--- src/rtl/ddac_pkg.sv ---
package ddac_pkg;
    localparam int DW    = 8;
    localparam int CW    = 12;
    localparam int NCH   = 2;
    localparam int NREG  = 2 * NCH + 1;
    localparam int CTRL_OFS = 2 * NCH;

    localparam int B_PWR0 = 0;
    localparam int B_SYNC = 2;
    localparam int B_CLR0 = 3;
    localparam int B_RNG0 = 5;
    localparam int B_MODE = 7;

    localparam logic [DW-1:0] CTRL_RST = 8'h04;

    typedef enum logic {
        ST_LIVE = 1'b0,
        ST_HOLD = 1'b1
    } sync_state_t;
endpackage

--- src/rtl/ddac_regfile.sv ---
module ddac_regfile
    import ddac_pkg::*;
#(
    parameter int ADDR_W = 8,
    parameter logic [ADDR_W-1:0] BASE_ADDR = 8'hF9
) (
    input  logic                     clk,
    input  logic                     rst_n,
    input  logic [ADDR_W-1:0]        addr,
    input  logic [DW-1:0]            wdata,
    input  logic                     wr,
    input  logic                     rd,
    output logic [DW-1:0]            rdata,
    output logic [NCH-1:0][DW-1:0]   lo_q,
    output logic [NCH-1:0][DW-1:0]   hi_q,
    output logic [DW-1:0]            ctrl_q,
    output logic [NCH-1:0]           wr_lo,
    output logic                     wr_ctrl
);
    logic [ADDR_W-1:0] ofs;
    logic              hit;
    logic [NCH-1:0]    wr_hi;
    logic [DW-1:0]     rd_val;

    assign ofs     = addr - BASE_ADDR;
    assign hit     = (addr >= BASE_ADDR) && (ofs < ADDR_W'(NREG));
    assign wr_ctrl = wr && hit && (ofs == ADDR_W'(CTRL_OFS));

    for (genvar c = 0; c < NCH; c++) begin : g_dec
        assign wr_lo[c] = wr && hit && (ofs == ADDR_W'(2 * c));
        assign wr_hi[c] = wr && hit && (ofs == ADDR_W'(2 * c + 1));

        always_ff @(posedge clk or negedge rst_n) begin
            if (!rst_n) begin
                lo_q[c] <= '0;
                hi_q[c] <= '0;
            end else begin
                if (wr_lo[c]) lo_q[c] <= wdata;
                if (wr_hi[c]) hi_q[c] <= wdata;
            end
        end
    end

    always_ff @(posedge clk or negedge rst_n) begin
        if (!rst_n)       ctrl_q <= CTRL_RST;
        else if (wr_ctrl) ctrl_q <= wdata;
    end

    always_comb begin
        rd_val = '0;
        if (hit) begin
            for (int c = 0; c < NCH; c++) begin
                if (ofs == ADDR_W'(2 * c))     rd_val = lo_q[c];
                if (ofs == ADDR_W'(2 * c + 1)) rd_val = hi_q[c];
            end
            if (ofs == ADDR_W'(CTRL_OFS)) rd_val = ctrl_q;
        end
    end

    always_ff @(posedge clk or negedge rst_n) begin
        if (!rst_n)  rdata <= '0;
        else if (rd) rdata <= rd_val;
    end

    // one write strobe decodes to at most one register
    a_r2_single_target: assert property (@(posedge clk) disable iff (!rst_n)
        $countones({wr_lo, wr_hi, wr_ctrl}) <= 1);
endmodule

--- src/rtl/ddac_sync_fsm.sv ---
module ddac_sync_fsm
    import ddac_pkg::*;
(
    input  logic           clk,
    input  logic           rst_n,
    input  logic           wr_ctrl,
    input  logic           sync_bit,
    input  logic [NCH-1:0] wr_lo,
    output logic [NCH-1:0] ld,
    output logic           live
);
    sync_state_t state, nxt;

    always_ff @(posedge clk or negedge rst_n) begin
        if (!rst_n) state <= ST_LIVE;
        else        state <= nxt;
    end

    always_comb begin
        nxt = state;
        ld  = '0;
        unique case (state)
            ST_LIVE: begin
                ld = wr_lo;
                if (wr_ctrl && !sync_bit) nxt = ST_HOLD;   // T_PAUSE
            end
            ST_HOLD: begin
                if (wr_ctrl && sync_bit) begin            // T_COMMIT
                    nxt = ST_LIVE;
                    ld  = '1;
                end
            end
            default: nxt = ST_LIVE;
        endcase
    end

    assign live = (state == ST_LIVE);

    // a control write while live never loads a latch
    a_r7_live_ctrl_no_load: assert property (@(posedge clk) disable iff (!rst_n)
        (state == ST_LIVE && wr_ctrl) |-> (ld == '0));
    // a load while holding always hits both channels together
    a_r6_commit_all: assert property (@(posedge clk) disable iff (!rst_n)
        (state == ST_HOLD && ld != '0) |-> (ld == '1));
endmodule

--- src/rtl/ddac_channel.sv ---
module ddac_channel
    import ddac_pkg::*;
(
    input  logic          clk,
    input  logic          rst_n,
    input  logic          ld,
    input  logic          mode8,
    input  logic [DW-1:0] lo_src,
    input  logic [3:0]    hi_src,
    input  logic          clr_n,
    input  logic          pwr,
    output logic [CW-1:0] code,
    output logic          en
);
    logic [CW-1:0] latch_q;

    always_ff @(posedge clk or negedge rst_n) begin
        if (!rst_n) latch_q <= '0;
        else if (ld) latch_q <= mode8 ? {lo_src, 4'b0000} : {hi_src, lo_src};
    end

    assign code = (pwr && clr_n) ? latch_q : '0;
    assign en   = pwr;
endmodule

--- src/rtl/dual_dac_regif.sv ---
module dual_dac_regif
    import ddac_pkg::*;
#(
    parameter int ADDR_W = 8,
    parameter logic [ADDR_W-1:0] BASE_ADDR = 8'hF9
) (
    input  logic                clk,
    input  logic                rst_n,
    input  logic [ADDR_W-1:0]   sfr_addr,
    input  logic [DW-1:0]       sfr_wdata,
    input  logic                sfr_wr,
    input  logic                sfr_rd,
    output logic [DW-1:0]       sfr_rdata,
    output logic [NCH*CW-1:0]   dac_code,
    output logic [NCH-1:0]      dac_range,
    output logic [NCH-1:0]      dac_en
);
    logic [NCH-1:0][DW-1:0] lo_q, hi_q;
    logic [DW-1:0]          ctrl_q;
    logic [NCH-1:0]         wr_lo, ld;
    logic                   wr_ctrl, live, mode_src;

    ddac_regfile #(.ADDR_W(ADDR_W), .BASE_ADDR(BASE_ADDR)) u_regs (
        .clk(clk), .rst_n(rst_n), .addr(sfr_addr), .wdata(sfr_wdata),
        .wr(sfr_wr), .rd(sfr_rd), .rdata(sfr_rdata),
        .lo_q(lo_q), .hi_q(hi_q), .ctrl_q(ctrl_q),
        .wr_lo(wr_lo), .wr_ctrl(wr_ctrl)
    );

    ddac_sync_fsm u_fsm (
        .clk(clk), .rst_n(rst_n), .wr_ctrl(wr_ctrl),
        .sync_bit(sfr_wdata[B_SYNC]), .wr_lo(wr_lo), .ld(ld), .live(live)
    );

    assign mode_src = wr_ctrl ? sfr_wdata[B_MODE] : ctrl_q[B_MODE];

    for (genvar c = 0; c < NCH; c++) begin : g_ch
        logic [DW-1:0] lo_src;
        assign lo_src       = wr_lo[c] ? sfr_wdata : lo_q[c];
        assign dac_range[c] = ctrl_q[B_RNG0 + c];

        ddac_channel u_ch (
            .clk(clk), .rst_n(rst_n), .ld(ld[c]), .mode8(mode_src),
            .lo_src(lo_src), .hi_src(hi_q[c][3:0]),
            .clr_n(ctrl_q[B_CLR0 + c]), .pwr(ctrl_q[B_PWR0 + c]),
            .code(dac_code[c*CW +: CW]), .en(dac_en[c])
        );

        // a high-byte write leaves every code as it was
        a_r5_hi_write_keeps_code: assert property (@(posedge clk) disable iff (!rst_n)
            (sfr_wr && sfr_addr == BASE_ADDR + ADDR_W'(2 * c + 1)) |=> $stable(dac_code));
        // a disabled channel drives zero
        a_r10_off_zero: assert property (@(posedge clk) disable iff (!rst_n)
            !dac_en[c] |-> (dac_code[c*CW +: CW] == '0));
    end

    // machine state mirrors the stored sync bit
    a_r6_state_tracks_sync: assert property (@(posedge clk) disable iff (!rst_n)
        live == ctrl_q[B_SYNC]);
    // while held and control untouched, codes do not move
    a_r6_hold_keeps_code: assert property (@(posedge clk) disable iff (!rst_n)
        (!ctrl_q[B_SYNC] && !wr_ctrl) |=> $stable(dac_code));
    // unmapped reads return zero
    a_r3_unmapped_read_zero: assert property (@(posedge clk) disable iff (!rst_n)
        (sfr_rd && (sfr_addr < BASE_ADDR || sfr_addr > BASE_ADDR + ADDR_W'(CTRL_OFS)))
        |=> (sfr_rdata == '0));
endmodule

--- config.mk ---
export PLATFORM = sky130hd
export DESIGN_NAME = dual_dac_regif
export DESIGN_NICKNAME = d
export VERILOG_FILES = /design/src/rtl/ddac_pkg.sv /design/src/rtl/ddac_regfile.sv /design/src/rtl/ddac_sync_fsm.sv /design/src/rtl/ddac_channel.sv /design/src/rtl/dual_dac_regif.sv
export SDC_FILE = /design/constraint.sdc
export NUM_CORES = 1
export LEC_CHECK = 0
export BUFFER_PORTS_ARGS = -buffer_cell sky130_fd_sc_hd__buf_4
export CAP_MARGIN = 20
export CORE_ASPECT_RATIO = 0.6
export CORE_MARGIN = 2
export CORE_UTILIZATION = 55
export CTS_BUF_LIST = sky130_fd_sc_hd__clkbuf_4 sky130_fd_sc_hd__clkbuf_8
export DETAILED_ROUTE_END_ITERATION = 8
export PLACE_DENSITY_LB_ADDON = 0.1
export SLEW_MARGIN = 10
export SYNTH_ARGS = -nofsm -noshare
export SYNTH_HDL_FRONTEND = slang
export SYNTH_HIERARCHICAL = 1
export SYNTH_SLANG_ARGS = --single-unit
--- constraint.sdc ---
create_clock -name clk -period 1.7 [get_ports clk]
set_input_delay 0.085 -clock clk [delete_from_list [all_inputs] [get_ports clk]]
set_output_delay 0.085 -clock clk [all_outputs]
set_load 0.02 [all_outputs]
Word-level counts from Yosys, hierarchy flattened
Cells that the tools add are included.
{"block": "word_totals", "reg_bits": 73, "out_inout_bits": 36, "wordCells": 48}
{"block": "op_classes", "n_eq_ne": 4, "reduce_logical": 13, "order_cmp": 2, "n_mux": 18, "n_addsub": 1, "n_bitwise": 1}
{"op": "$mux W8", "count": 8}
{"op": "$mux W12", "count": 4}
{"op": "$eq A8 B2 Y1 const B", "count": 2}
{"op": "$logic_and A1 B1 Y1", "count": 11}
{"op": "$eq A8 B1 Y1 const B", "count": 1}
{"op": "$eq A8 B3 Y1 const B", "count": 1}
{"op": "$ge A8 B8 Y1 const B", "count": 1}
{"op": "$logic_not A8 Y1", "count": 1}
{"op": "$lt A8 B3 Y1 const B", "count": 1}
{"op": "$sub A8 B8 Y8 const B", "count": 1}
{"op": "$pmux W2 S2", "count": 1}
{"op": "$mux W1", "count": 3}
{"op": "$mux W2", "count": 1}
{"op": "$pmux W1 S2", "count": 1}
{"op": "$logic_not A1 Y1", "count": 1}
{"op": "$not A1 Y1", "count": 1}

Logic depth before layout (Yosys ltp)
{"block": "depth", "depth_word": 8, "ltp_mapped": 10}

Hierarchy
Netlist, hierarchy kept.
{"mod": "ddac_regfile", "cells_each": 212, "n_inst": 1, "seq_area_each_um2": 1202.4, "area_each_um2": 2402.3}
{"mod": "ddac_channel", "cells_each": 66, "n_inst": 2, "seq_area_each_um2": 300.3, "area_each_um2": 626.9}
{"mod": "dual_dac_regif", "cells_each": 19, "n_inst": 1, "seq_area_each_um2": 0.0, "area_each_um2": 274.0}
{"mod": "ddac_sync_fsm", "cells_each": 9, "n_inst": 1, "seq_area_each_um2": 25.0, "area_each_um2": 63.8}

Worst setup path before layout
Ideal clock, no wire load.
{"block": "synth_path", "path_type": "input -> register", "start": "in sfr_addr[2]", "end": "reg g_ch[0].u_ch.latch_q[10]", "n_path_buf": 3, "required_time_ns": 1.574, "slack_ns": -0.193, "stages": 9, "setup_ns": 0.126, "arrival_time_ns": 1.767, "cell_sequence": "buf_6 inv_2 nor4_4 and2b_1 buf_6 mux2_2 buf_6 mux2i_1 a21oi_1"}
{"block": "synth_via", "word_cells_on_any_way": 15}
{"element": "start: declaration", "line": "dual_dac_regif.sv:9", "source": "input logic [ADDR_W-1:0] sfr_addr,"}
{"element": "$sub A8 B8 Y8", "line": "ddac_regfile.sv:25", "source": "assign ofs = addr - BASE_ADDR;"}
{"element": "$lt A8 B3 Y1", "line": "ddac_regfile.sv:26", "source": "assign hit = (addr >= BASE_ADDR) && (ofs < ADDR_W'(NREG));"}
{"element": "$logic_and A1 B1 Y1", "line": "ddac_regfile.sv:26"}
{"element": "$logic_and A1 B1 Y1", "line": "ddac_regfile.sv:27", "source": "assign wr_ctrl = wr && hit && (ofs == ADDR_W'(CTRL_OFS));"}
{"element": "$logic_and A1 B1 Y1 (*)", "line": "ddac_regfile.sv:27"}
{"element": "named net wr_ctrl", "line": "dual_dac_regif.sv:21", "source": "logic wr_ctrl, live, mode_src;"}
{"element": "$mux W1 (*)", "line": "dual_dac_regif.sv:35", "source": "assign mode_src = wr_ctrl ? sfr_wdata[B_MODE] : ctrl_q[B_MODE];"}
{"element": "named net mode_src", "line": "dual_dac_regif.sv:21"}
{"element": "$mux W12 (*)", "line": "ddac_channel.sv:19", "source": "else if (ld) latch_q <= mode8 ? {lo_src, 4'b0000} : {hi_src, lo_src};"}
{"element": "end signal: assignment", "line": "ddac_channel.sv:19"}
{"element": "end: declaration", "line": "ddac_channel.sv:15", "source": "logic [CW-1:0] latch_q;"}
Mark *: on every way through the listed nets, which the timed path passes. The rest lies on a longest branch.
A chain may end at the register's enable or synchronous reset.

Worst setup path after layout
{"block": "layout_path", "start": "in sfr_addr[3]", "end": "reg g_ch[0].u_ch.latch_q[4]"}
Same word-level chain as after synthesis.

==> results.json <==
{
  "clkPwrFrac": 0.371,
  "irDropWorstVdd_uv": 561,
  "slew_viol_final": 0,
  "netlist_area_um2": 3990,
  "power.density_nw_per_um2": 724,
  "p_switching_mw": 0.865,
  "clk_path_buf_depth": 2,
  "cts.repair.resized": 0,
  "synth_cells": 371,
  "place_area_um2": 4580,
  "max-cap-violations": 0,
  "cts.sinks": 73,
  "min_path_type": "input port to register",
  "antenna_found_initial": 0,
  "dr.pass1.iters": 4,
  "setup_viol": 0,
  "postLayoutSetupSlackWorst_ps": 286,
  "postRouteAntennaNets": 0,
  "syn_to_final_growth_pct": 20.0,
  "worst_pin_slew_ps": 858,
  "internal_power_mw": 2.60,
  "clock_skew_ps": 6.16,
  "core_area_um2": 6850,
  "drc": 0,
  "min-delay-start": "sfr_wdata[0]",
  "comb_power_share": 0.097,
  "reg2reg_from": "u_regs/hi_q[3]",
  "gr-total-overflow": 0,
  "die-area_um2": 7970,
  "wl_per_cell_um": 18.6,
  "worst_setup_path_start_kind": "input port",
  "ys.warnings.count": 6,
  "fin_area_um2": 4790,
  "outcome": "completed",
  "routed_via_density": 5.75,
  "syn_avg_cell_area_um2": 10.8,
  "clk_pin_slew_ps": 70,
  "grt_pass1_wl_um": 15700,
  "period_minus_slack_ps": 1410,
  "swShare": 0.249,
  "n_antenna_cell": 0,
  "clock_latency_ps": 350,
  "fin_crit_sh": 0.832,
  "start_util": 0.583,
  "crit_start": "sfr_addr[3]",
  "ios": 56,
  "vias": 3013,
  "cts_tree": "done",
  "fillers": 530,
  "dieWidth_um": 114,
  "critical_path_arrival_ps": 1650,
  "final_core_util": 0.699,
  "slew_headroom": 0.424,
  "pwr-share-seq": 0.532,
  "dp_hpwl_um": 6810,
  "numCtsBuffers": 9,
  "rows": 23,
  "syn_nets": 391,
  "cts_hold_buffers": 2,
  "p_leak_nw": 2.34,
  "cts_max_level": 3,
  "worstSetupEndpointType": "register",
  "gp_congestion": 0.843,
  "hold_viol": 0,
  "grt_usage": 0.261,
  "drt_wl_total_um": 9730,
  "place_ws_ps": -78.3,
  "grt_max_degree": 38,
  "port_buffers": 55,
  "die_h_um": 70.0,
  "first_iter_violations": 211,
  "crit_type": "input port to register",
  "root_buffer": "clkbuf_8",
  "postCtsSetupRepairBufs": 0,
  "required_ps": 1930,
  "nets": 453,
  "rsz0062_at_grt": "false",
  "max_freq_mhz": 707,
  "drive_above_1_share": 0.366,
  "grt_pass1_vias": 2875,
  "path_max_fanout": 24
}
-- per-layer routing --
metal / vias up / part of all wire / global-route usage
met1: 1480 / 0.49 / 0.400
met5: - / 0 / 0
li1: 1439 / - / -
met3: 7 / 0.062 / 0.0642
met4: 0 / 0.0089 / 0.0610
met2: 87 / 0.44 / 0.369
-- metrics by stage --
stage	TNS, ps	power [mW]	hold slack (ps)	std cells
final	0	3.47	31.6	524
after global routing	0	3.62	28.8	524
after CTS	0	3.51	17.4	524
after detailed placement	-758	2.21	55.0	507
after global placement	0	2.20	49.9	507
after floorplan	-2090	2.05	-211	371
-- final timing paths --
kind / to / slack, ps / depth (start not counted)
setup / recovery: g_ch[0].u_ch/latch_q[4] / 290 / 7
hold / removal: u_regs/lo_q[0] / 30 / 2
setup reg to reg: u_regs/rdata[3] / 360 / 4
hold reg to reg: u_regs/hi_q[12] / 510 / 1
max in group asynchronous: u_regs/lo_q[10] / 890 / 3
min in group asynchronous: g_ch[0].u_ch/latch_q[1] / 220 / 2
-- power groups by stage --
stage          clock, mW  sequential (mW)  combinational, mW
2_1_floorplan          0             1.86              0.189
3_3_place_gp           0             1.87              0.326
3_5_place_dp           0             1.88              0.333
4_1_cts             1.33             1.84              0.339
5_1_grt             1.40             1.85              0.371
6_report            1.29             1.84              0.337
-- layout by cell type, fill, tap and decap left out, types with 2 or more instances in the layout --
master	instances
buf_4	69
a211oi_1	7
and3_1	24
o21ai_0	15
a21oi_1	46
buf_12	6
dlygate4sd3_1	2
or2_2	7
nand3_1	4
nor2_1	23
and2b_1	2
nand2_1	3
o21ai_1	10
dfrtp_1	72
clkbuf_8	12
inv_1	14
nor3_1	3
nor2b_1	14
mux2_4	17
mux2_2	41
mux2i_1	23
nand3b_1	8
-- state kept, by name (all words and copies together), names as in the netlist, named ones only --
signal             flops
g_ch.u_ch/latch_q     24
u_regs/ctrl_q          8
u_regs/hi_q           16
u_regs/lo_q           16
u_regs/rdata           8
-- cell type report --
class	count	area, um^2	area share
clock buffers	13	173	0.0361
inverters	15	56.3	0.0118
multi-input cells	257	1950	0.408
well taps	87	109	0.0227
flip-flops and latches	73	1830	0.382
clock inverters	2	12.5	0.00261
repair buffers	77	658	0.137
-- worst max-delay path, stage by stage --
cell and delay, ps:
buf_4 100, nand4_4 130, nor4_4 300, and2b_1 240
mux2_4 480, mux2i_1 220, a21oi_1 90
Power figures use the tool's default switching activity.
